$ cat config.mk
export PLATFORM = sky130hd
export DESIGN_NAME = vscan_split_ctrl
export DESIGN_NICKNAME = d
export VERILOG_FILES = /design/src/rtl/vscan_pkg.sv /design/src/rtl/vscan_cfg_regs.sv /design/src/rtl/vscan_total_asm.sv /design/src/rtl/vscan_line_ctr.sv /design/src/rtl/vscan_addr_gen.sv /design/src/rtl/vscan_split_ctrl.sv
export SDC_FILE = /design/constraint.sdc
export NUM_CORES = 1
export LEC_CHECK = 0
export ABC_AREA = 1
export ABC_CLOCK_PERIOD_IN_PS = 3870
export BUFFER_PORTS_ARGS = -buffer_cell sky130_fd_sc_hd__buf_2
export CORE_AREA = 4 4 126 128
export CTS_BUF_LIST = sky130_fd_sc_hd__clkbuf_4
export DETAILED_ROUTE_END_ITERATION = 12
export DIE_AREA = 0 0 130 132
export GPL_ROUTABILITY_DRIVEN = 0
export GPL_TIMING_DRIVEN = 0
export PLACE_DENSITY_LB_ADDON = 0.3
export SLEW_MARGIN = 25
export SYNTH_ARGS = -nofsm -noshare
export SYNTH_HDL_FRONTEND = slang
export SYNTH_HIERARCHICAL = 1
export SYNTH_SLANG_ARGS = --single-unit
$ cat constraint.sdc
create_clock -name clk -period 3.87 [get_ports clk]
set_clock_uncertainty 0.15 [all_clocks]
set_input_delay 0 -clock clk [delete_from_list [all_inputs] [get_ports clk]]
set_output_delay 0 -clock clk [all_outputs]
set_load 0.05 [all_outputs]
$ cat src/rtl/vscan_pkg.sv
package vscan_pkg;
  localparam int BYTE_W   = 8;
  localparam int TOT_W    = 12;
  localparam int NARROW_W = 10;
  localparam int EXT_W    = TOT_W - BYTE_W;
  localparam int CMP_W    = 10;
  localparam int CNT_W    = TOT_W + 1;
  localparam int ADDR_W   = 2 * BYTE_W;
  localparam int SEL_W    = 4;

  localparam int OVF_T8_BIT   = 0;
  localparam int OVF_C8_BIT   = 4;
  localparam int OVF_T9_BIT   = 5;
  localparam int MSCAN_C9_BIT = 6;

  typedef enum logic [SEL_W-1:0] {
    SEL_TOT_LO   = 4'd0,
    SEL_OVF      = 4'd1,
    SEL_MAXSCAN  = 4'd2,
    SEL_START_HI = 4'd3,
    SEL_START_LO = 4'd4,
    SEL_CMP_LO   = 4'd5,
    SEL_PITCH    = 4'd6,
    SEL_TOT_EXT  = 4'd7,
    SEL_MODE     = 4'd8
  } vscan_sel_e;

  typedef struct packed {
    logic [BYTE_W-1:0] lo;
    logic [EXT_W-1:0]  hi;
    logic              t8;
    logic              t9;
    logic              wide;
  } tot_cfg_t;

  typedef struct packed {
    logic              c8;
    logic              c9;
    logic [BYTE_W-1:0] cmp_lo;
    logic [BYTE_W-1:0] start_hi;
    logic [BYTE_W-1:0] start_lo;
    logic [BYTE_W-1:0] pitch;
  } addr_cfg_t;
endpackage

$ cat src/rtl/vscan_cfg_regs.sv
module vscan_cfg_regs
  import vscan_pkg::*;
(
  input  logic              clk,
  input  logic              rst_n,
  input  logic              wr_en,
  input  logic [SEL_W-1:0]  wr_sel,
  input  logic [BYTE_W-1:0] wr_data,
  input  logic              commit,
  output tot_cfg_t          live_tot,
  output addr_cfg_t         next_addr
);
  tot_cfg_t  pend_tot;
  addr_cfg_t pend_addr;
  addr_cfg_t live_addr;

  always_ff @(posedge clk or negedge rst_n) begin
    if (!rst_n) begin
      pend_tot  <= '0;
      pend_addr <= '0;
    end else if (wr_en) begin
      case (wr_sel)
        SEL_TOT_LO:   pend_tot.lo <= wr_data;
        SEL_TOT_EXT:  pend_tot.hi <= wr_data[EXT_W-1:0];
        SEL_OVF: begin
          pend_tot.t8  <= wr_data[OVF_T8_BIT];
          pend_tot.t9  <= wr_data[OVF_T9_BIT];
          pend_addr.c8 <= wr_data[OVF_C8_BIT];
        end
        SEL_MAXSCAN:  pend_addr.c9       <= wr_data[MSCAN_C9_BIT];
        SEL_START_HI: pend_addr.start_hi <= wr_data;
        SEL_START_LO: pend_addr.start_lo <= wr_data;
        SEL_CMP_LO:   pend_addr.cmp_lo   <= wr_data;
        SEL_PITCH:    pend_addr.pitch    <= wr_data;
        SEL_MODE:     pend_tot.wide      <= wr_data[0];
        default: ;
      endcase
    end
  end

  always_ff @(posedge clk or negedge rst_n) begin
    if (!rst_n) begin
      live_tot  <= '0;
      live_addr <= '0;
    end else if (commit) begin
      live_tot  <= pend_tot;
      live_addr <= pend_addr;
    end
  end

  // The line that follows a wrap already belongs to the new frame.
  assign next_addr = commit ? pend_addr : live_addr;

  // settings in force only move at a frame wrap
  a_r10_live_hold: assert property (@(posedge clk) disable iff (!rst_n)
    !commit |=> ($stable(live_tot) && $stable(live_addr)));
endmodule

$ cat src/rtl/vscan_total_asm.sv
module vscan_total_asm
  import vscan_pkg::*;
(
  input  tot_cfg_t         cfg,
  output logic [TOT_W-1:0] total
);
  always_comb begin
    if (cfg.wide) begin
      total = {cfg.hi, cfg.lo};
    end else begin
      total = {{(TOT_W-NARROW_W){1'b0}}, cfg.t9, cfg.t8, cfg.lo};
    end
  end
endmodule

$ cat src/rtl/vscan_line_ctr.sv
module vscan_line_ctr
  import vscan_pkg::*;
(
  input  logic             clk,
  input  logic             rst_n,
  input  logic             line_end,
  input  logic [TOT_W-1:0] total,
  output logic [CNT_W-1:0] scan,
  output logic             wrap,
  output logic             frame_start
);
  logic [CNT_W-1:0] last_line;

  assign last_line = {1'b0, total} + 1'b1;
  assign wrap      = line_end && (scan == last_line);

  always_ff @(posedge clk or negedge rst_n) begin
    if (!rst_n) begin
      scan        <= '0;
      frame_start <= 1'b0;
    end else begin
      frame_start <= wrap;
      if (wrap) begin
        scan <= '0;
      end else if (line_end) begin
        scan <= scan + 1'b1;
      end
    end
  end

  // one step per line pulse
  a_r2_step: assert property (@(posedge clk) disable iff (!rst_n)
    (line_end && scan != last_line) |=> scan == $past(scan) + 1'b1);
  // no pulse, no movement
  a_r2_hold: assert property (@(posedge clk) disable iff (!rst_n)
    !line_end |=> $stable(scan));
  // the counter never passes the last line
  a_r3_no_overflow: assert property (@(posedge clk) disable iff (!rst_n)
    scan <= last_line);
  // the frame marker only appears on line 0
  a_r3_marker_line0: assert property (@(posedge clk) disable iff (!rst_n)
    frame_start |-> scan == '0);
endmodule

$ cat src/rtl/vscan_addr_gen.sv
module vscan_addr_gen
  import vscan_pkg::*;
(
  input  logic              clk,
  input  logic              rst_n,
  input  logic              line_end,
  input  logic              wrap,
  input  logic [CNT_W-1:0]  next_line,
  input  logic [CNT_W-1:0]  cur_line,
  input  addr_cfg_t         cfg,
  output logic [ADDR_W-1:0] addr
);
  logic [CMP_W-1:0]  cmp;
  logic [CNT_W-1:0]  cmp_ext;
  logic [ADDR_W-1:0] start;
  logic [ADDR_W-1:0] pitch;

  assign cmp     = {cfg.c9, cfg.c8, cfg.cmp_lo};
  assign cmp_ext = {{(CNT_W-CMP_W){1'b0}}, cmp};
  assign start   = {cfg.start_hi, cfg.start_lo};
  assign pitch   = {{(ADDR_W-BYTE_W){1'b0}}, cfg.pitch};

  always_ff @(posedge clk or negedge rst_n) begin
    if (!rst_n) begin
      addr <= '0;
    end else if (line_end) begin
      if (next_line == cmp_ext) begin
        addr <= '0;
      end else if (wrap) begin
        addr <= start;
      end else begin
        addr <= addr + pitch;
      end
    end
  end

  // the line sitting on the compare value fetches from address 0
  a_r9_split_zero: assert property (@(posedge clk) disable iff (!rst_n)
    line_end |=> (cur_line != cmp_ext) || (addr == '0));
  // address frozen between line pulses
  a_r2_addr_hold: assert property (@(posedge clk) disable iff (!rst_n)
    !line_end |=> $stable(addr));
endmodule

$ cat src/rtl/vscan_split_ctrl.sv
module vscan_split_ctrl
  import vscan_pkg::*;
(
  input  logic              clk,
  input  logic              rst_n,
  input  logic              cfg_wr_en,
  input  logic [SEL_W-1:0]  cfg_wr_sel,
  input  logic [BYTE_W-1:0] cfg_wr_data,
  input  logic              line_end,
  output logic              frame_start,
  output logic [CNT_W-1:0]  scan_line,
  output logic [ADDR_W-1:0] line_addr
);
  tot_cfg_t         live_tot;
  addr_cfg_t        next_addr;
  logic [TOT_W-1:0] total;
  logic             wrap;
  logic [CNT_W-1:0] next_line;

  vscan_cfg_regs u_regs (
    .clk       (clk),
    .rst_n     (rst_n),
    .wr_en     (cfg_wr_en),
    .wr_sel    (cfg_wr_sel),
    .wr_data   (cfg_wr_data),
    .commit    (wrap),
    .live_tot  (live_tot),
    .next_addr (next_addr)
  );

  vscan_total_asm u_total (
    .cfg   (live_tot),
    .total (total)
  );

  vscan_line_ctr u_ctr (
    .clk         (clk),
    .rst_n       (rst_n),
    .line_end    (line_end),
    .total       (total),
    .scan        (scan_line),
    .wrap        (wrap),
    .frame_start (frame_start)
  );

  assign next_line = wrap ? '0 : scan_line + 1'b1;

  vscan_addr_gen u_addr (
    .clk       (clk),
    .rst_n     (rst_n),
    .line_end  (line_end),
    .wrap      (wrap),
    .next_line (next_line),
    .cur_line  (scan_line),
    .cfg       (next_addr),
    .addr      (line_addr)
  );

  // frame marker is a single-cycle pulse
  a_r3_single_pulse: assert property (@(posedge clk) disable iff (!rst_n)
    frame_start |=> !frame_start);
endmodule

-- Word level (Yosys, flattened, before mapping)
Index checks and enable logic that the tools add are counted.
- bits in registers: 128
- input bits: 16
- word-level logic and storage cells: 57
- add/sub/neg operators: 3
- equality and inequality tests: 10
- muxes and demuxes: 7
- reductions and logical operators: 12
- operators with widths (kind ; number):
    $mux W13 ; 3
    $mux W34 ; 1
    $mux W16 ; 2
    $reduce_and A2 Y1 ; 9
    $add A16 B8 Y16 ; 1
    $eq A4 B3 Y1 const B ; 4
    $add A12 B1 Y13 const B ; 1
    $add A13 B1 Y13 const B ; 1
    $eq A13 B10 Y1 ; 1
    $eq A13 B13 Y1 ; 1
    $mux W12 ; 1
    $eq A4 B2 Y1 const B ; 2
    $eq A4 B1 Y1 const B ; 1
    $eq A4 B4 Y1 const B ; 1
    $logic_not A4 Y1 ; 1
    $reduce_bool A2 Y1 ; 1
    $logic_and A1 B1 Y1 ; 1

-- Longest topological paths before layout
Gate-level depths: netlist of the first run.
- depth in word-level cells: 8
- depth in mapped cells: 29
- depth with buffers taken out: 27

-- By module
The synthesis of the first run kept the hierarchy.
- by module, submodules not included (module ; times used ; cells each ; area each (um^2) ; sequential area each (um^2)):
    vscan_cfg_regs ; 1 ; 370 ; 3926.3 ; 2452.4
    vscan_addr_gen ; 1 ; 260 ; 1592.8 ; 400.4
    vscan_line_ctr ; 1 ; 211 ; 1303.8 ; 350.3
    vscan_split_ctrl ; 1 ; 80 ; 367.9 ; 0.0
    vscan_total_asm ; 1 ; 19 ; 101.3 ; 0.0

-- Worst setup path after synthesis of the first run
Ideal clock, no wire load.
- kind: register -> register
- start: reg u_ctr.scan[8]
- end: reg u_addr.addr[14]
- arrival time: 3.376 ns
- data required time: 3.602 ns
- slack: 0.226 ns
- stages on the path, launching flop included: 26
- buffers on the path: 3
- period minus slack after synthesis: 3.644 ns
- path through: dfrtp_1 buf_2 xnor2_1 inv_1 nand2_1 nand2_1 inv_1 nand3_1 nor2_1 nand3_2 inv_4 buf_2 buf_2 a21oi_1 ha_1 fa_1 nand2_1 nand2_1 nand3b_1 nand2_1 nand2_1 nand2_1 nand2_1 nand3_1 nand2_1 nand2_1
- RTL lines (element ; line ; RTL):
    start: declaration ; vscan_line_ctr.sv:8 ; output logic [CNT_W-1:0] scan,
    start signal: assignment ; vscan_line_ctr.sv:26 ; scan <= scan + 1'b1;
    end signal: assignment ; vscan_addr_gen.sv:30 ; addr <= start;
    end signal: assignment ; vscan_addr_gen.sv:32 ; addr <= addr + pitch;
    end: declaration ; vscan_addr_gen.sv:11 ; output logic [ADDR_W-1:0] addr

==> flow_summary.ini, run 1 <==
[die]
core_um2 = 14900
placementRows = 45
initial_core_util = 0.491
die_x_um = 130
fp.dieH_um = 132
ios = 46
die-area_um2 = 17200

[global_routing]
grt-ovfl-total = 0
grt_pass1_vias = 5933
grt_pass1_wl_um = 29400
antenna_found_initial = 0
grt_max_degree = 96
grt_usage = 0.215

[timing]
worstMarginPinSlew_ps = 530
finalCriticalPeriod_ps = 3670
fin_tns_setup_ps = 0
drv_slew = 0
period_share = 0.948
hold_violations = 0
relSlewSlack = 0.646
finalSetupViolations = 0
fmaxAchievable_mhz = 273

[worst_setup_path]
r2r_slack_ps = 200
setup.worst_path.start_class = flop
endpoint_kind = flop
cp_slowest_cell = dfrtp_1
worstSetupPathType = flop to flop
cp_max_fo = 10
path_buf_inv = 5
critPathTopFamily = simple AND/OR/NAND/NOR gates
worst_path_most_repeated_cell = nand2_1
cp.required_ps = 4160
arrival_ps = 3960
max_stage_delay_ps = 400

[synth]
syn_area_um2 = 7290
async_flop_share = 1.00
netlist_instances = 940
syn_avg_cell_area_um2 = 7.76
synth_ff_type = dfrtp_1
netlist_top_cells_area = dfrtp_1 44%, nand2_1 16%, nor2_1 5.1%
ys_seq_elements = 128
synth.top_cell.area_share = 0.439
yosys-top-cells-count = 315 x nand2_1, 128 x dfrtp_1, 100 x nor2_1
synth_edf_count = 0
syn-num-nets = 968
synth.distinct_cells = 34
yosysMostFrequentCell = nand2_1
yosys_warnings = 6
seq_area_frac_synth = 0.439
yosys.area.top_type = dfrtp_1

[finish]
drive_gt1_frac = 0.189
fin_nets = 1071
post-route-util = 0.582
antenna_cells = 0
final.fill_count = 1394
instances_no_fill = 1243
synthToLayoutAreaGrowth_pct = 18.7

[placed_design]
dp.cells = 1172
io_buffers = 43
dpl.hpwl_um = 12500

[clock_tree]
htreeDepth = 4
worstSkewPairLatency_ps = 530
cts_tree = yes
clk_pin_slew_worst_paths_ps = 120
cts_buffers = 17
clock-root-buffer = clkbuf_4
cts_max_path_buffers = 2
cts.sinks = 128

[route]
num_vias = 6390
drt.antenna.violating_nets = 0
wl_per_cell_um = 14.6
drcViolationCount = 0
via_per_inst = 5.14
routed_wl_um = 18100
firstDrtPassIters = 5
drt_iter0_drc = 489

[power_and_ir_drop]
p_leak_nw = 4.55
peakVddDrop_mv = 0.276
power_w = 0.00357
powerDensity_nw_per_um2 = 413

[hold_path]
hold_class = input pin to flop

[outcome]
outcome = finished, final reports clean

[job]
maxCapViolations = 0
kinds of logic (layout without fill, tap and decap cells):
kind of cell | count (synthesis) | in the layout | share of synthesized area
and+or+nand+nor | 547 | 547 | 0.326
DFF | 128 | 128 | 0.439
adders and majority gates | 12 | 12 | 0.0216
buffers and inverters | 133 | 248 | 0.0803
muxes | 35 | 35 | 0.0537
AOI/OAI and AO/OA | 58 | 58 | 0.0453
xor gates and xnor gates | 27 | 27 | 0.0335
routing by layer:
metal / up-vias / GRT usage / share of wire
met1: 3018 / 0.297 / 0.46
met3: 35 / 0.0434 / 0.044
met2: 161 / 0.340 / 0.48
met5: - / 0 / 0
li1: 3176 / - / -
met4: 0 / 0.0727 / 0.024
repair_timing:
action                                  CTS  global route
hold buffers                             34             0
endpoints found under the hold margin   200             0
resized for setup                         6            38
endpoints found under the setup margin   16            16
buffers inserted                          2             4
pin swaps                                 0             6
per-stage QoR:
step	hold WS [ps]	setup WS, ps	area (µm²)
after floorplan	-446	226	7290
after global placement	176	-286	7740
after detailed placement	-268	-347	7780
after CTS	154	15.3	8460
after global routing	171	-38.6	8660
final	199	202	8660
power by group:
group	total [W]	switching (W)	internal [W]	leakage [nW]
Sequential	0.00168	0.000189	0.00149	1.68
Clock	0.000987	0.000490	0.000497	0.155
Combinational	0.000912	0.000589	0.000323	2.71
Total	0.00357	0.00127	0.00231	4.55
worst min-delay path: stages:
cell           delay [ps]
dlygate4sd3_1         530
buf_2                 190
nand2_1                80
nand2_1                50
flip-flops by register name (all words and copies together), names as in the netlist:
register,count
u_addr/addr,16
u_ctr/frame_start,1
u_ctr/scan,13
u_regs/live_addr,34
u_regs/live_tot,15
u_regs/pend_addr,34
u_regs/pend_tot,15
cell type report:
cell class	instances	area (µm²)	share of cell area
Clock inverter	14	173	0.0199
Tap cell	188	235	0.0272
Clock buffer	17	128	0.0147
Timing Repair Buffer	84	648	0.0749
Buffer	31	243	0.0280
Sequential cell	128	3200	0.370
Multi-Input combinational cell	679	3640	0.420
Inverter	102	388	0.0448
layout by cell type, fill, tap and decap left out, drive strengths merged, types with 6 or more instances in the layout:
master and instances:
nor2 112, mux2 33, o21bai 16, inv 101, xnor2 15, a21oi 26, clkbuf 21, xor2 12
dlygate4sd3 33, dfrtp 128, nand4 29, nand3b 8, ha 11, o21ai 16, clkinv 9, nor3 6
buf 78, nand3 65, nand2 322
path summary, 6_finish.rpt:
check                                              endpoint  cells after the start                      startpoint
setup / recovery                u_addr/addr[14]$_DFFE_PN0P_                     26  u_regs/live_tot[7]$_DFFE_PN0P_
hold reg to reg              u_regs/pend_tot[3]$_DFFE_PN0P_                      2  u_regs/pend_tot[3]$_DFFE_PN0P_
hold / removal              u_regs/pend_addr[6]$_DFFE_PN0P_                      4                  cfg_wr_data[6]
setup reg to reg                u_addr/addr[14]$_DFFE_PN0P_                     26  u_regs/live_tot[7]$_DFFE_PN0P_
min in group asynchronous         u_ctr/scan[9]$_DFFE_PN0P_                      4                           rst_n
max in group asynchronous  u_regs/pend_addr[14]$_DFFE_PN0P_                      4                           rst_n
(Power assumes the default switching activity.)
==> inputs of run 2 (changes only) <==
CORE_AREA = 2 2 124 126   (was 4 4 126 128)
DIE_AREA = 0 0 126 128   (was 0 0 130 132)
==> run 2 against run 1 <==
Die area decreased by 6.0%; final cell count increased by 1.1%; total power decreased by 1.8%; hold slack got worse by 24 ps; largest cell class unchanged; sequential power about the same; critical path depth stayed put; global-route usage increased by 1.4 points; setup slack improved by 43 ps; core utilization grew 0.41 points; fmax rose by 1.2%; non-clock buffer count rose by 13.
==> flow_summary.ini, run 2 (synthesized netlist as in run 1, its figures left out) <==
[route]
drt.antenna.violating_nets = 0
drcViolationCount = 0
wl_per_cell_um = 14.4
routed_wl_um = 18100
drt_iter0_drc = 458
firstDrtPassIters = 5
num_vias = 6393
via_per_inst = 5.09

[worst_setup_path]
ff2ff_path_depth = 26
path_buf_inv = 5
worstSetupPathType = flop to flop
arrival_ps = 3940
crit_end = u_addr/addr[14]$_DFFE_PN0P_
max_stage_delay_ps = 390
worst_path_most_repeated_cell = nand2_1
critPathTopFamily = simple AND/OR/NAND/NOR gates
endpoint_kind = flop
setup.worst_path.start_class = flop
cp_max_fo = 10
rr_endpoint = u_addr/addr[14]$_DFFE_PN0P_
r2r_slack_ps = 250
cp_slowest_cell = dfrtp_1
reg2reg_from = u_regs/live_tot[7]$_DFFE_PN0P_
crit_cells = 26
cp.required_ps = 4180
crit_path_start = u_regs/live_tot[7]$_DFFE_PN0P_

[power_and_ir_drop]
clkPwrFrac = 0.258
p_leak_nw = 4.60
peakVddDrop_mv = 0.256
seq_power_share = 0.478
power.switching_w = 0.00131
powerDensity_nw_per_um2 = 403
power_frac_comb = 0.264
p_sw_frac = 0.372
power_w = 0.00351
internal_power_w = 0.00220

[placed_design]
dpl.hpwl_um = 12500
io_buffers = 43
place_area_um2 = 7780

[finish]
synthToLayoutAreaGrowth_pct = 19.5
final_area_um2 = 8720
final.fill_count = 1366
reg_top3 = u_regs/live_addr (34), u_regs/pend_addr (34), u_addr/addr (16)
fin_nets = 1084
drive_gt1_frac = 0.197
mostFrequentLayoutCells = 311 x nand2_1, 127 x dfrtp_1, 99 x inv_1
final_common_cell = nand2_1

[timing]
hold_violations = 0
relSlewSlack = 0.589
finalSetupViolations = 0
drv_slew = 0
fmaxAchievable_mhz = 276
worstMarginPinSlew_ps = 615
whs_ps = 175
period_share = 0.937
finalCriticalPeriod_ps = 3620

[die]
placementRows = 45
fp.dieH_um = 128
die_x_um = 126
core_um2 = 14900
initial_core_util = 0.491
die-area_um2 = 16100
ios = 46

[clock_tree]
worstSkewPairLatency_ps = 560
cts_tree = yes
cts_max_path_buffers = 2
cts.sinks = 128
htreeDepth = 4
clk_pin_slew_worst_paths_ps = 120
clock-root-buffer = clkbuf_4
cts_buffers = 17

[global_routing]
antenna_found_initial = 1
grt_pass1_vias = 6078
grt-ovfl-total = 0
grt_usage = 0.229
grt_pass1_wl_um = 29400
grt_max_degree = 94

[hold_path]
hold_class = input pin to flop
hp-start = cfg_wr_data[4]

[outcome]
outcome = finished, final reports clean

[job]
maxCapViolations = 0
[run 2: cell types whose count changed in the layout (fill, tap and decap cells not counted), sizes merged]
cell	delta
buf	+8
bufinv	-2
clkbuf	+1
clkinv	-1
clkinvlp	+1
diode	+1
dlygate4sd3	+5
inv	+1
[run 2: how the worst min path moves through the flow]
stage / end / slack [ps] / cells past startpoint
2_1_floorplan: u_addr/addr[0]$_DFFE_PN0P_ / -450 / 0
3_3_place_gp: u_regs/pend_tot[0]$_DFFE_PN0P_ / 180 / 3
3_5_place_dp: u_ctr/scan[10]$_DFFE_PN0P_ / -260 / 1
4_1_cts: u_regs/pend_addr[4]$_DFFE_PN0P_ / 140 / 4
5_1_grt: u_regs/pend_addr[10]$_DFFE_PN0P_ / 160 / 4
6_report: u_regs/pend_addr[4]$_DFFE_PN0P_ / 170 / 4
[run 2: layout make-up]
class | instances | area [µm²] | area share
Antenna cell | 1 | 2.50 | 0.000287
Buffer | 31 | 250 | 0.0287
Clock buffer | 18 | 135 | 0.0155
Clock inverter | 13 | 141 | 0.0162
Inverter | 102 | 388 | 0.0445
Multi-Input combinational cell | 679 | 3600 | 0.413
Sequential cell | 128 | 3200 | 0.368
Tap cell | 188 | 235 | 0.0270
Timing Repair Buffer | 97 | 758 | 0.0870
[run 2: worst register-to-register path, cell delays in order (launching register included)]
cell	delay [ps]
dfrtp_1	390
buf_4	150
ha_2	310
inv_1	50
or2_2	260
nand3_1	110
nor2_1	50
nand3_1	100
nor2_2	60
nand3_4	90
inv_6	40
buf_8	140
buf_8	150
nor2_2	120
a21oi_2	50
ha_2	200
fa_1	380
nand2_1	110
nand2_2	80
nand3b_1	120
nand2_2	90
nand2_1	90
nand2_1	50
nand2_1	50
nand3_1	60
nand2_1	60
nand2_1	40
[run 2: per-layer routing]
metal | share of wire | up-vias | GRT usage | routed length [µm]
met5 | 0 | - | 0 | 0
met4 | 0.013 | 0 | 0.0679 | 243
met3 | 0.039 | 22 | 0.0455 | 698
met2 | 0.49 | 137 | 0.384 | 8830
met1 | 0.46 | 3029 | 0.304 | 8320
li1 | - | 3205 | - | -
[run 2: per-stage QoR]
stage,setup slack [ps],std cells,setup TNS (ps),utilization
finish,245,1257,0,0.586
global route,-21.2,1257,-104,0.586
CTS,-7.84,1246,-7.84,0.572
detailed placement,-378,1172,-3620,0.523
global placement,-314,1171,-2700,0.521
floorplan,226,940,0,-
[run 2: power groups by stage]
stage	clock (W)	combinational, W	sequential [W]
finish	0.000904	0.000928	0.00168
global route	0.000978	0.00103	0.00170
CTS	0.000927	0.000908	0.00168
detailed placement	0	0.000850	0.00170
global placement	0	0.000827	0.00170
floorplan	0	0.000512	0.00178
[run 2: timing repair]
| action | CTS | global route |
|---|---|---|
| endpoints found under the setup margin | 16 | 16 |
| gates resized for setup | 6 | 38 |
| endpoints found under the hold margin | 200 | 0 |
| hold buffers | 39 | 0 |
| pin swaps | 3 | 9 |
| buffers inserted | 4 | 10 |
==> inputs of run 3 (changes only) <==
PLACE_DENSITY = 0.7   (was not set)
PLACE_DENSITY_LB_ADDON = not set   (was 0.3)
SETUP_SLACK_MARGIN = 0.5   (was not set)
==> run 3 against run 2 <==
Clock power increased by 3.4%; core utilization grew 3.9 points; design area increased by 6.7%; sequential power hardly changed; sequential cell count unchanged; count of clock-buffer cells in the layout is 3 higher; register-to-register slack better by 140 ps; fmax up 3.9%; largest power group unchanged; highest routed layer unchanged.
==> flow_summary.ini, run 3 (synthesized netlist as in run 1, its figures left out) <==
[clock_tree]
cts_tree = yes
clk_pin_slew_worst_paths_ps = 100
cts.sinks = 128
clock-root-buffer = clkbuf_4
cts_max_path_buffers = 2
worstSkewPairLatency_ps = 540
cts_buffers = 17
htreeDepth = 4

[finish]
fin_nets = 1104
reg_top3 = u_regs/live_addr (34), u_regs/pend_addr (34), u_addr/addr (16)
instances_no_fill = 1276
final_common_cell = nand2_1
seqCellArea_um2 = 3220
mostFrequentLayoutCells = 292 x nand2_1, 117 x dfrtp_1, 97 x inv_1
multi_input_area_um2 = 3960
post-route-util = 0.626
drive_gt1_frac = 0.270
final.fill_count = 1189
synthToLayoutAreaGrowth_pct = 27.6

[global_routing]
grt_pass1_wl_um = 30900
antenna_found_initial = 1
grt_pass1_vias = 6325
grt_usage = 0.241
grt_max_degree = 92
grt-ovfl-total = 0

[worst_setup_path]
worstSetupPathType = flop to flop
crit_path_start = u_regs/live_tot[7]$_DFFE_PN0P_
cp_max_fo = 10
cp_slowest_cell = mux2_2
reg2reg_from = u_regs/live_tot[7]$_DFFE_PN0P_
r2r_slack_ps = 380
arrival_ps = 3770
crit_end = u_addr/addr[13]$_DFFE_PN0P_
max_stage_delay_ps = 410
cp.required_ps = 4150
ff2ff_path_depth = 21
path_cells = buf_6 > ha_4 > inv_2 > a21oi_2 > nand3_2 > nor2_1 > nand3_1 > nor2_1 > nand3_2 > clkinv_4 > buf_12 > buf_6 > mux2_2 > xor2_2 > nor2_4 > nand3_4 > nand2_4 > buf_6 > nor2_1 > nand2_1 > nand2_1
rr_endpoint = u_addr/addr[13]$_DFFE_PN0P_
setup.worst_path.start_class = flop
endpoint_kind = flop

[power_and_ir_drop]
peakVddDrop_mv = 0.239
powerDensity_nw_per_um2 = 385
p_leak_nw = 4.79

[die]
initial_core_util = 0.491
die_x_um = 126
placementRows = 45
core_um2 = 14900
ios = 46
die-area_um2 = 16100
fp.dieH_um = 128

[outcome]
outcome = finished, final reports clean

[route]
drt_iter0_drc = 494
wl_per_cell_um = 15.0
drcViolationCount = 0
firstDrtPassIters = 5
via_per_inst = 5.22
drt.antenna.violating_nets = 0
routed_wl_um = 19200
num_vias = 6657

[timing]
worstMarginPinSlew_ps = 628
fmaxAchievable_mhz = 287
period_share = 0.901
fin_ws_ps = 382
rsz0062_at_grt = yes
finalCriticalPeriod_ps = 3490
relSlewSlack = 0.580
finalSetupViolations = 0
drv_slew = 0
whs_ps = 190
hold_violations = 0

[job]
maxCapViolations = 0

[placed_design]
dpl.hpwl_um = 12500
place_ws_ps = -122
dp.cells = 1172
io_buffers = 43

[hold_path]
hold_class = input pin to flop
## run 3: cell count changes in the layout (fill, tap and decap cells not counted), moves of 8 or more
cell / change
nor2_1: -10
dfrtp_2: +10
dfrtp_1: -10
nand2_4: +8
nand2_1: -19
a21oi_1: -9
buf_4: +12
nand2_2: +11
## run 3: power breakdown
group / total [W] / switching [W] / internal [W]
Clock: 0.000935 / 0.000474 / 0.000461
Sequential: 0.00169 / 0.000191 / 0.00150
Combinational: 0.000962 / 0.000620 / 0.000342
## run 3: per-layer routing
| metal | global-route usage | wire (µm) | up-vias |
|---|---|---|---|
| li1 | - | - | 3260 |
| met1 | 0.309 | 8410 | 3171 |
| met2 | 0.409 | 9520 | 181 |
| met3 | 0.0417 | 752 | 45 |
| met4 | 0.0970 | 511 | 0 |
| met5 | 0 | 0 | - |
## run 3: layout make-up
| cell class | count | share of cell area |
|---|---|---|
| diodes | 1 | 0.000269 |
| multi-input cells | 679 | 0.425 |
| clock buffers | 21 | 0.0169 |
| inverters | 102 | 0.0417 |
| well taps | 188 | 0.0253 |
| clock inverters | 9 | 0.0128 |
| plain buffers | 31 | 0.0304 |
| flip-flops and latches | 128 | 0.346 |
| repair buffers | 117 | 0.102 |
## run 3: critical path: cells and delay by family, from the launching register on
kind,cells,cell delay [ps]
xor+xnor,1,200
fa+ha+maj,1,250
simple gates,11,1170
flops,1,400
compound gates,1,120
mux,1,410
buf+inv,6,670
## run 3: how the worst min path moves through the flow
stage | from | endpoint | slack [ps] | cells after the start
6_report | cfg_wr_data[7] | u_regs/pend_addr[15]$_DFFE_PN0P_ | 190 | 4
3_3_place_gp | cfg_wr_sel[3] | u_regs/pend_tot[0]$_DFFE_PN0P_ | 180 | 3
3_5_place_dp | rst_n | u_ctr/scan[10]$_DFFE_PN0P_ | -260 | 1
2_1_floorplan | rst_n | u_addr/addr[0]$_DFFE_PN0P_ | -450 | 0
5_1_grt | cfg_wr_data[1] | u_regs/pend_addr[9]$_DFFE_PN0P_ | 160 | 4
4_1_cts | cfg_wr_data[7] | u_regs/pend_addr[15]$_DFFE_PN0P_ | 150 | 4
## run 3: metrics by stage
step / cell area [µm²] / TNS (ps) / power, W
5_1_grt: 9300 / 0 / 0.00380
3_3_place_gp: 7770 / -120 / 0.00254
2_1_floorplan: 7320 / 0 / 0.00230
6_report: 9300 / 0 / 0.00358
3_5_place_dp: 7810 / -640 / 0.00256
4_1_cts: 8920 / 0 / 0.00356
## run 3: what timing repair did
action                                 4_1_cts  5_1_grt
hold buffers                                36        0
setup endpoints to repair                   16       16
endpoints found under the hold margin      200        0
pin swaps                                   29       43
buffers inserted                            20       16
gates resized for setup                     71       63
gates cloned                                 1        0
